[src/rtl/dma_chan_pkg.sv]
package dma_chan_pkg;

   typedef enum logic [3:0] {
      S_IDLE,
      S_READY,
      S_HALT,
      S_ERRHALT,
      S_LREQ,
      S_LWAIT,
      S_CREQ,
      S_CWAIT,
      S_KREQ,
      S_KWAIT,
      S_XFER,
      S_DRAIN
   } chan_state_t;

   localparam logic [2:0] VIEW_IDLE        = 3'd0;
   localparam logic [2:0] VIEW_READY       = 3'd1;
   localparam logic [2:0] VIEW_CONTINUE    = 3'd2;
   localparam logic [2:0] VIEW_ACTIVE      = 3'd3;
   localparam logic [2:0] VIEW_SW_HALTING  = 3'd4;
   localparam logic [2:0] VIEW_ERR_HALTING = 3'd5;
   localparam logic [2:0] VIEW_ERR_HALTED  = 3'd6;

   localparam logic KIND_LIST = 1'b0;
   localparam logic KIND_LINK = 1'b1;

endpackage

[src/rtl/dma_rise_det.sv]
module dma_rise_det #(
   parameter int W = 1
) (
   input  logic         clk,
   input  logic         rst_n,
   input  logic [W-1:0] lvl,
   output logic [W-1:0] rise
);

   for (genvar i = 0; i < W; i++) begin : g_bit
      logic prev_q;
      always_ff @(posedge clk) begin
         if (!rst_n) prev_q <= 1'b0;
         else        prev_q <= lvl[i];
      end
      assign rise[i] = lvl[i] & ~prev_q;
   end

endmodule

[src/rtl/dma_out_tracker.sv]
module dma_out_tracker #(
   parameter int MAX_OUT = 4,
   localparam int CW     = $clog2(MAX_OUT + 1)
) (
   input  logic          clk,
   input  logic          rst_n,
   input  logic          inc,
   input  logic          dec,
   output logic [CW-1:0] cnt,
   output logic          full
);

   logic dec_ok;
   assign dec_ok = dec && (cnt != '0);
   assign full   = (cnt == CW'(MAX_OUT));

   always_ff @(posedge clk) begin
      if (!rst_n) begin
         cnt <= '0;
      end else begin
         case ({inc, dec_ok})
            2'b10:   cnt <= cnt + 1'b1;
            2'b01:   cnt <= cnt - 1'b1;
            default: cnt <= cnt;
         endcase
      end
   end

endmodule

[src/rtl/dma_view_decode.sv]
module dma_view_decode
   import dma_chan_pkg::*;
(
   input  logic       go,
   input  logic       busy,
   input  logic       terr,
   input  logic       resume,
   input  logic       chain,
   output logic [2:0] view
);

   always_comb begin
      if (terr)              view = busy ? VIEW_ERR_HALTING : VIEW_ERR_HALTED;
      else if (busy)         view = go ? VIEW_ACTIVE : VIEW_SW_HALTING;
      else if (!go)          view = VIEW_IDLE;
      else if (resume && chain) view = VIEW_CONTINUE;
      else                   view = VIEW_READY;
   end

endmodule

[src/rtl/dma_chan_ctrl.sv]
module dma_chan_ctrl
   import dma_chan_pkg::*;
#(
   parameter int AW           = 16,
   parameter int BLK_PER_DESC = 4,
   parameter int MAX_OUT      = 4,
   parameter bit CHAIN_EN     = 1'b1
) (
   input  logic          clk,
   input  logic          rst_n,
   input  logic          cfg_start,
   input  logic          cfg_continue,
   input  logic          cfg_abort,
   input  logic          cfg_chain,
   input  logic [AW-1:0] cfg_list_addr,
   input  logic          err_clr,
   output logic          desc_req,
   output logic          desc_kind,
   output logic [AW-1:0] desc_addr,
   input  logic          desc_rsp_vld,
   input  logic [AW-1:0] desc_rsp_next,
   input  logic [AW-1:0] desc_rsp_link,
   input  logic          desc_rsp_eol,
   output logic          xfer_req,
   input  logic          xfer_done,
   input  logic          xfer_err,
   output logic          sts_busy,
   output logic          sts_terr,
   output logic [2:0]    chan_view
);

   localparam int CW = $clog2(MAX_OUT + 1);
   localparam int BW = $clog2(BLK_PER_DESC + 1);

   if (AW < 2) begin : g_bad_aw
      $error("AW must be at least 2");
   end
   if (BLK_PER_DESC < 1) begin : g_bad_blk
      $error("BLK_PER_DESC must be at least 1");
   end
   if (MAX_OUT < 1) begin : g_bad_out
      $error("MAX_OUT must be at least 1");
   end

   // chained mode can be compiled out
   logic chain_eff;
   if (CHAIN_EN) begin : g_chain
      assign chain_eff = cfg_chain;
   end else begin : g_direct
      assign chain_eff = 1'b0;
   end

   // control-bit edges: [2] cancel, [1] resume, [0] go
   logic [2:0] rise_v;
   logic       go_rise, cont_rise, abort_rise;

   dma_rise_det #(.W(3)) u_edge (
      .clk  (clk),
      .rst_n(rst_n),
      .lvl  ({cfg_abort, cfg_continue, cfg_start}),
      .rise (rise_v)
   );
   assign go_rise    = rise_v[0];
   assign cont_rise  = rise_v[1];
   assign abort_rise = rise_v[2];

   chan_state_t   state, drain_to;
   logic [AW-1:0] cur_list, lst_next, link_ptr, link_next;
   logic          lst_eol, link_eol, desc_pend, terr;
   logic [BW-1:0] blk_left;
   logic [CW-1:0] out_cnt;
   logic          out_full, busy_st, issue;

   dma_out_tracker #(.MAX_OUT(MAX_OUT)) u_track (
      .clk  (clk),
      .rst_n(rst_n),
      .inc  (issue),
      .dec  (xfer_done | xfer_err),
      .cnt  (out_cnt),
      .full (out_full)
   );

   always_comb begin
      case (state)
         S_LREQ, S_LWAIT, S_CREQ, S_CWAIT,
         S_KREQ, S_KWAIT, S_XFER, S_DRAIN: busy_st = 1'b1;
         default:                          busy_st = 1'b0;
      endcase
   end

   assign issue     = (state == S_XFER) && (blk_left != '0) && !out_full;
   assign xfer_req  = issue;
   assign desc_req  = (state == S_LREQ) || (state == S_CREQ) || (state == S_KREQ);
   assign desc_kind = (state == S_KREQ) ? KIND_LINK : KIND_LIST;
   assign desc_addr = (state == S_KREQ) ? link_ptr : cur_list;
   assign sts_busy  = busy_st;
   assign sts_terr  = terr;

   always_ff @(posedge clk) begin
      if (!rst_n) begin
         state     <= S_IDLE;
         drain_to  <= S_READY;
         cur_list  <= '0;
         lst_next  <= '0;
         link_ptr  <= '0;
         link_next <= '0;
         lst_eol   <= 1'b1;
         link_eol  <= 1'b1;
         desc_pend <= 1'b0;
         terr      <= 1'b0;
         blk_left  <= '0;
      end else begin
         if (desc_req)          desc_pend <= 1'b1;
         else if (desc_rsp_vld) desc_pend <= 1'b0;
         if (issue)             blk_left  <= blk_left - 1'b1;
         if (busy_st && xfer_err) terr <= 1'b1;

         case (state)
            S_IDLE, S_READY, S_HALT: begin
               if (go_rise && !terr) begin
                  cur_list <= cfg_list_addr;
                  if (chain_eff) begin
                     state <= S_LREQ;
                  end else begin
                     blk_left <= BW'(BLK_PER_DESC);
                     link_eol <= 1'b1;
                     lst_eol  <= 1'b1;
                     state    <= S_XFER;
                  end
               end else if (state == S_READY && cont_rise && chain_eff && cfg_start) begin
                  state <= S_CREQ;
               end
            end
            S_ERRHALT: begin
               if (err_clr) begin
                  terr  <= 1'b0;
                  state <= S_IDLE;
               end
            end
            default: begin
               if (xfer_err) begin
                  drain_to <= S_ERRHALT;
                  state    <= S_DRAIN;
               end else if (state != S_DRAIN && (abort_rise || !cfg_start)) begin
                  drain_to <= S_HALT;
                  state    <= S_DRAIN;
               end else begin
                  case (state)
                     S_LREQ: state <= S_LWAIT;
                     S_LWAIT: begin
                        if (desc_rsp_vld) begin
                           lst_next <= desc_rsp_next;
                           lst_eol  <= desc_rsp_eol;
                           link_ptr <= desc_rsp_link;
                           state    <= S_KREQ;
                        end
                     end
                     S_CREQ: state <= S_CWAIT;
                     S_CWAIT: begin
                        if (desc_rsp_vld) begin
                           if (desc_rsp_eol) begin
                              lst_eol <= 1'b1;
                              state   <= S_READY;
                           end else begin
                              cur_list <= desc_rsp_next;
                              state    <= S_LREQ;
                           end
                        end
                     end
                     S_KREQ: state <= S_KWAIT;
                     S_KWAIT: begin
                        if (desc_rsp_vld) begin
                           link_next <= desc_rsp_next;
                           link_eol  <= desc_rsp_eol;
                           blk_left  <= BW'(BLK_PER_DESC);
                           state     <= S_XFER;
                        end
                     end
                     S_XFER: begin
                        if (blk_left == '0) begin
                           if (!link_eol) begin
                              link_ptr <= link_next;
                              state    <= S_KREQ;
                           end else if (!lst_eol) begin
                              cur_list <= lst_next;
                              state    <= S_LREQ;
                           end else begin
                              drain_to <= S_READY;
                              state    <= S_DRAIN;
                           end
                        end
                     end
                     S_DRAIN: begin
                        if (out_cnt == '0 && !desc_pend) state <= drain_to;
                     end
                     default: state <= S_IDLE;
                  endcase
               end
            end
         endcase
      end
   end

   dma_view_decode u_view (
      .go    (cfg_start),
      .busy  (busy_st),
      .terr  (terr),
      .resume(cfg_continue),
      .chain (chain_eff),
      .view  (chan_view)
   );

endmodule

[config.mk]
export PLATFORM = sky130hd
export DESIGN_NAME = dma_chan_ctrl
export DESIGN_NICKNAME = d
export VERILOG_FILES = /design/src/rtl/dma_chan_pkg.sv /design/src/rtl/dma_rise_det.sv /design/src/rtl/dma_out_tracker.sv /design/src/rtl/dma_view_decode.sv /design/src/rtl/dma_chan_ctrl.sv
export SDC_FILE = /design/constraint.sdc
export NUM_CORES = 1
export LEC_CHECK = 0
export ABC_CLOCK_PERIOD_IN_PS = 3000
export BUFFER_PORTS_ARGS = -buffer_cell sky130_fd_sc_hd__buf_2
export CAP_MARGIN = 40
export CORE_MARGIN = 2
export CORE_UTILIZATION = 55
export DETAILED_ROUTE_END_ITERATION = 7
export PLACE_DENSITY = 0.91
export RECOVER_POWER = 50
export SETUP_SLACK_MARGIN = 0.2
export SYNTH_ARGS = -nofsm -noshare
export SYNTH_HDL_FRONTEND = slang
export SYNTH_HIERARCHICAL = 1
export SYNTH_SLANG_ARGS = --single-unit
[constraint.sdc]
create_clock -name clk -period 3 [get_ports clk]
set_input_delay 0.75 -clock clk [delete_from_list [all_inputs] [get_ports clk]]
set_output_delay 0.75 -clock clk [all_outputs]
set_load 0.05 [all_outputs]
==> results.sh <==
export IMPL_vias=4159
export IMPL_drive_gt1_frac=0.204
export IMPL_met2_length_mm=5.18
export IMPL_post_cts_buffers=0
export IMPL_hp_start="link_next[0]"
export IMPL_hp_class="flip-flop to flip-flop"
export IMPL_avgViaCountPerCell=5.98
export IMPL_path_class="flip-flop to output pin"
export IMPL_fmax_mhz=366
export IMPL_crit_start="state[3]"
export IMPL_cts_path_max_buffers=2
export IMPL_grt_pass1_vias=3751
export IMPL_drt_iter0_markers=479
export IMPL_path_clk_slew_ns=0.10
export IMPL_grt_antenna_before_repair=0
export IMPL_ctsHoldBuffers=0
export IMPL_power_total_mw=4.07
export IMPL_synth_ff_type="dfxtp_1"
export IMPL_synth_edff_count=0
export IMPL_syn_area_um2=4350
export IMPL_timing_reg2reg_setup_slack_ns=0.37
export IMPL_status="finished clean"
export IMPL_routedWlPerCell_um=16.9
export IMPL_numCtsBuffers=9
export IMPL_nNetsFinal=652
export IMPL_ir_drop_uv=310
export IMPL_cellPowerDensity_nw_per_um2=813
export IMPL_wl_met1_mm=5.35
export IMPL_top_layer="met4"
export IMPL_hold_viol_final=0
export IMPL_grt_use_total=0.269
export IMPL_synth_area_leaders="dfxtp_1 (39%), mux2i_1 (8.5%), nand2_1 (6.9%)"
export IMPL_p_leak_nw=2.25
export IMPL_synth_area_per_cell_um2=8.43
export IMPL_synth_seq_cells=84
export IMPL_setup_viol=0
export IMPL_async_flop_share=0
export IMPL_insertion_delay_ns=0.37
export IMPL_period_needed_ns=2.73
export IMPL_io_buffers=82
export IMPL_ios=83
export IMPL_die_h_um=92.9
export IMPL_wl_met3_um=927
export IMPL_die_area_um2=8640
export IMPL_drv_slew=0
export IMPL_rsz0062_at_grt="false"
export IMPL_crit_path_max_fanout=17
export IMPL_maxCapViolCount=0
export IMPL_firstDrtPassIters=5
export IMPL_slew_headroom=0.217
export IMPL_synth_top_area_frac=0.387
export IMPL_wl_mm=11.8
export IMPL_start_util=0.566
export IMPL_worst_pin_slew_ns=1.17
export IMPL_gp_congestion=0.898
export IMPL_grt_pass1_wl_mm=18.4
export IMPL_synth_distinct_cells=68
export IMPL_syn2layout_area_growth_pct=15.2
export IMPL_root_buffer="clkbuf_8"
export IMPL_route_detailed_drc=0
export IMPL_ys_seq_area_frac=0.387
export IMPL_skew_ns=0.0163
export IMPL_htree_levels=3
export IMPL_grt_max_degree=37
export IMPL_hpwl_mm=8.29
export IMPL_cts_sinks=84
export IMPL_syn_inst=516
export IMPL_yosysWarnings=6
export IMPL_setup_worst_path_start_class="flip-flop"
export IMPL_detail_route_antenna_nets=0
export IMPL_arrival_ns=1.98
export IMPL_syn_nets=579
export IMPL_antenna_diode_count=0
export IMPL_worstPathRequired_ns=2.25
export IMPL_setup_tns_ns=0
export IMPL_finalCritPeriodShare=0.911
export IMPL_fillers=646
export IMPL_cts_tree="yes"
export IMPL_die_x_um=92.9
export IMPL_synth_top_area_cell="dfxtp_1"
export IMPL_core_area_um2=7690
export IMPL_r2r_start="blk_left[0]"
export IMPL_grt_overflow=0
export IMPL_end_kind="output pin"
export IMPL_rows=32
[sequential cells by signal, summed over array words and instances, names as in the netlist]
signal	flops
cur_list	16
link_next	16
link_ptr	16
lst_next	16
state	4
blk_left	3
u_edge/g_bit.prev_q	3
u_track/cnt	3
drain_to	2
desc_pend	1
link_eol	1
lst_eol	1
sts_busy	1
sts_terr	1
[kinds of logic after synthesis]
kind of cell / count (synthesis) / share of synthesized area
adders and majority gates: 4 / 0.0132
AOI/OAI and AO/OA: 119 / 0.196
muxes: 53 / 0.127
and+or+nand+nor: 206 / 0.225
DFF: 84 / 0.387
buffers and inverters: 46 / 0.0446
xor gates and xnor gates: 4 / 0.00806
[power breakdown]
| group | total [mW] | switching (mW) | internal, mW |
|---|---|---|---|
| registers | 1.36 | 0.106 | 1.25 |
| clock network | 0.731 | 0.428 | 0.304 |
| logic | 1.98 | 1.36 | 0.629 |
[layer usage]
layer	track usage	up-vias
met4	0.116	0
met1	0.386	1934
met5	0	-
met2	0.397	198
met3	0.0456	27
li1	-	2000
[area by class of cell]
type	count	area [um^2]	share of cell area
Timing Repair Buffer	99	519	0.104
Tap cell	102	128	0.0255
Clock buffer	9	124	0.0247
Clock inverter	6	51.3	0.0102
Inverter	9	33.8	0.00674
Sequential cell	84	1680	0.336
Multi-Input combinational cell	386	2470	0.494
[cells in the final DEF, fill, tap and decap left out, types with 11 or more instances in the layout]
cell type | synthesis | final
o2111ai_1 | 16 | 16
nand2_1 | 80 | 80
o21ai_0 | 13 | 13
a21oi_1 | 28 | 28
mux2_1 | 15 | 15
o21ai_1 | 11 | 11
buf_2 | 8 | 77
buf_4 | 3 | 13
a311oi_1 | 18 | 18
nand3_1 | 21 | 21
dfxtp_1 | 84 | 84
nor2_1 | 58 | 58
mux2i_1 | 37 | 37
[through the flow]
step / instances / hold slack [ns] / utilization / area (um^2) / worst slack [ns]
floorplan: 516 / 0.450 / - / 4360 / 0.244
global placement: 678 / 0.463 / 0.632 / 4860 / 0.402
detailed placement: 679 / 0.474 / 0.633 / 4870 / 0.281
CTS: 694 / 0.486 / 0.656 / 5040 / 0.265
global route: 695 / 0.503 / 0.652 / 5010 / 0.169
finish: 695 / 0.485 / 0.652 / 5010 / 0.268
[what timing repair did]
item | 4_1_cts | 5_1_grt
endpoints found under the hold margin | 0 | 0
endpoints found under the setup margin | 0 | 14
gates resized for setup | 0 | 1
[synth_stat cells (4+ instances only)]
master,instances
a21oi_1,28
mux2i_1,37
a211oi_1,4
a311oi_1,18
nor2_1,58
dfxtp_1,84
o2111ai_1,16
inv_1,8
buf_2,8
o21ai_1,11
clkbuf_1,25
o21ai_0,13
nand2_1,80
nor2b_1,4
nand2b_1,9
nand3_1,21
mux2_1,15
and2_1,5
[final timing paths]
kind | cells after the start | endpoint
min | 2 | link_ptr[0]
max reg2reg | 10 | u_track/cnt[2]
max | 5 | desc_addr[4]
min reg2reg | 2 | link_ptr[0]
[worst max-delay path, cell delays in order (launching register included)]
cell and delay, ns:
dfxtp_1 0.49, nand2b_1 0.17, nor3_2 0.12, buf_4 0.26
mux2_1 0.36, buf_2 0.22
Note: power is estimated with default switching activity, not from simulation.
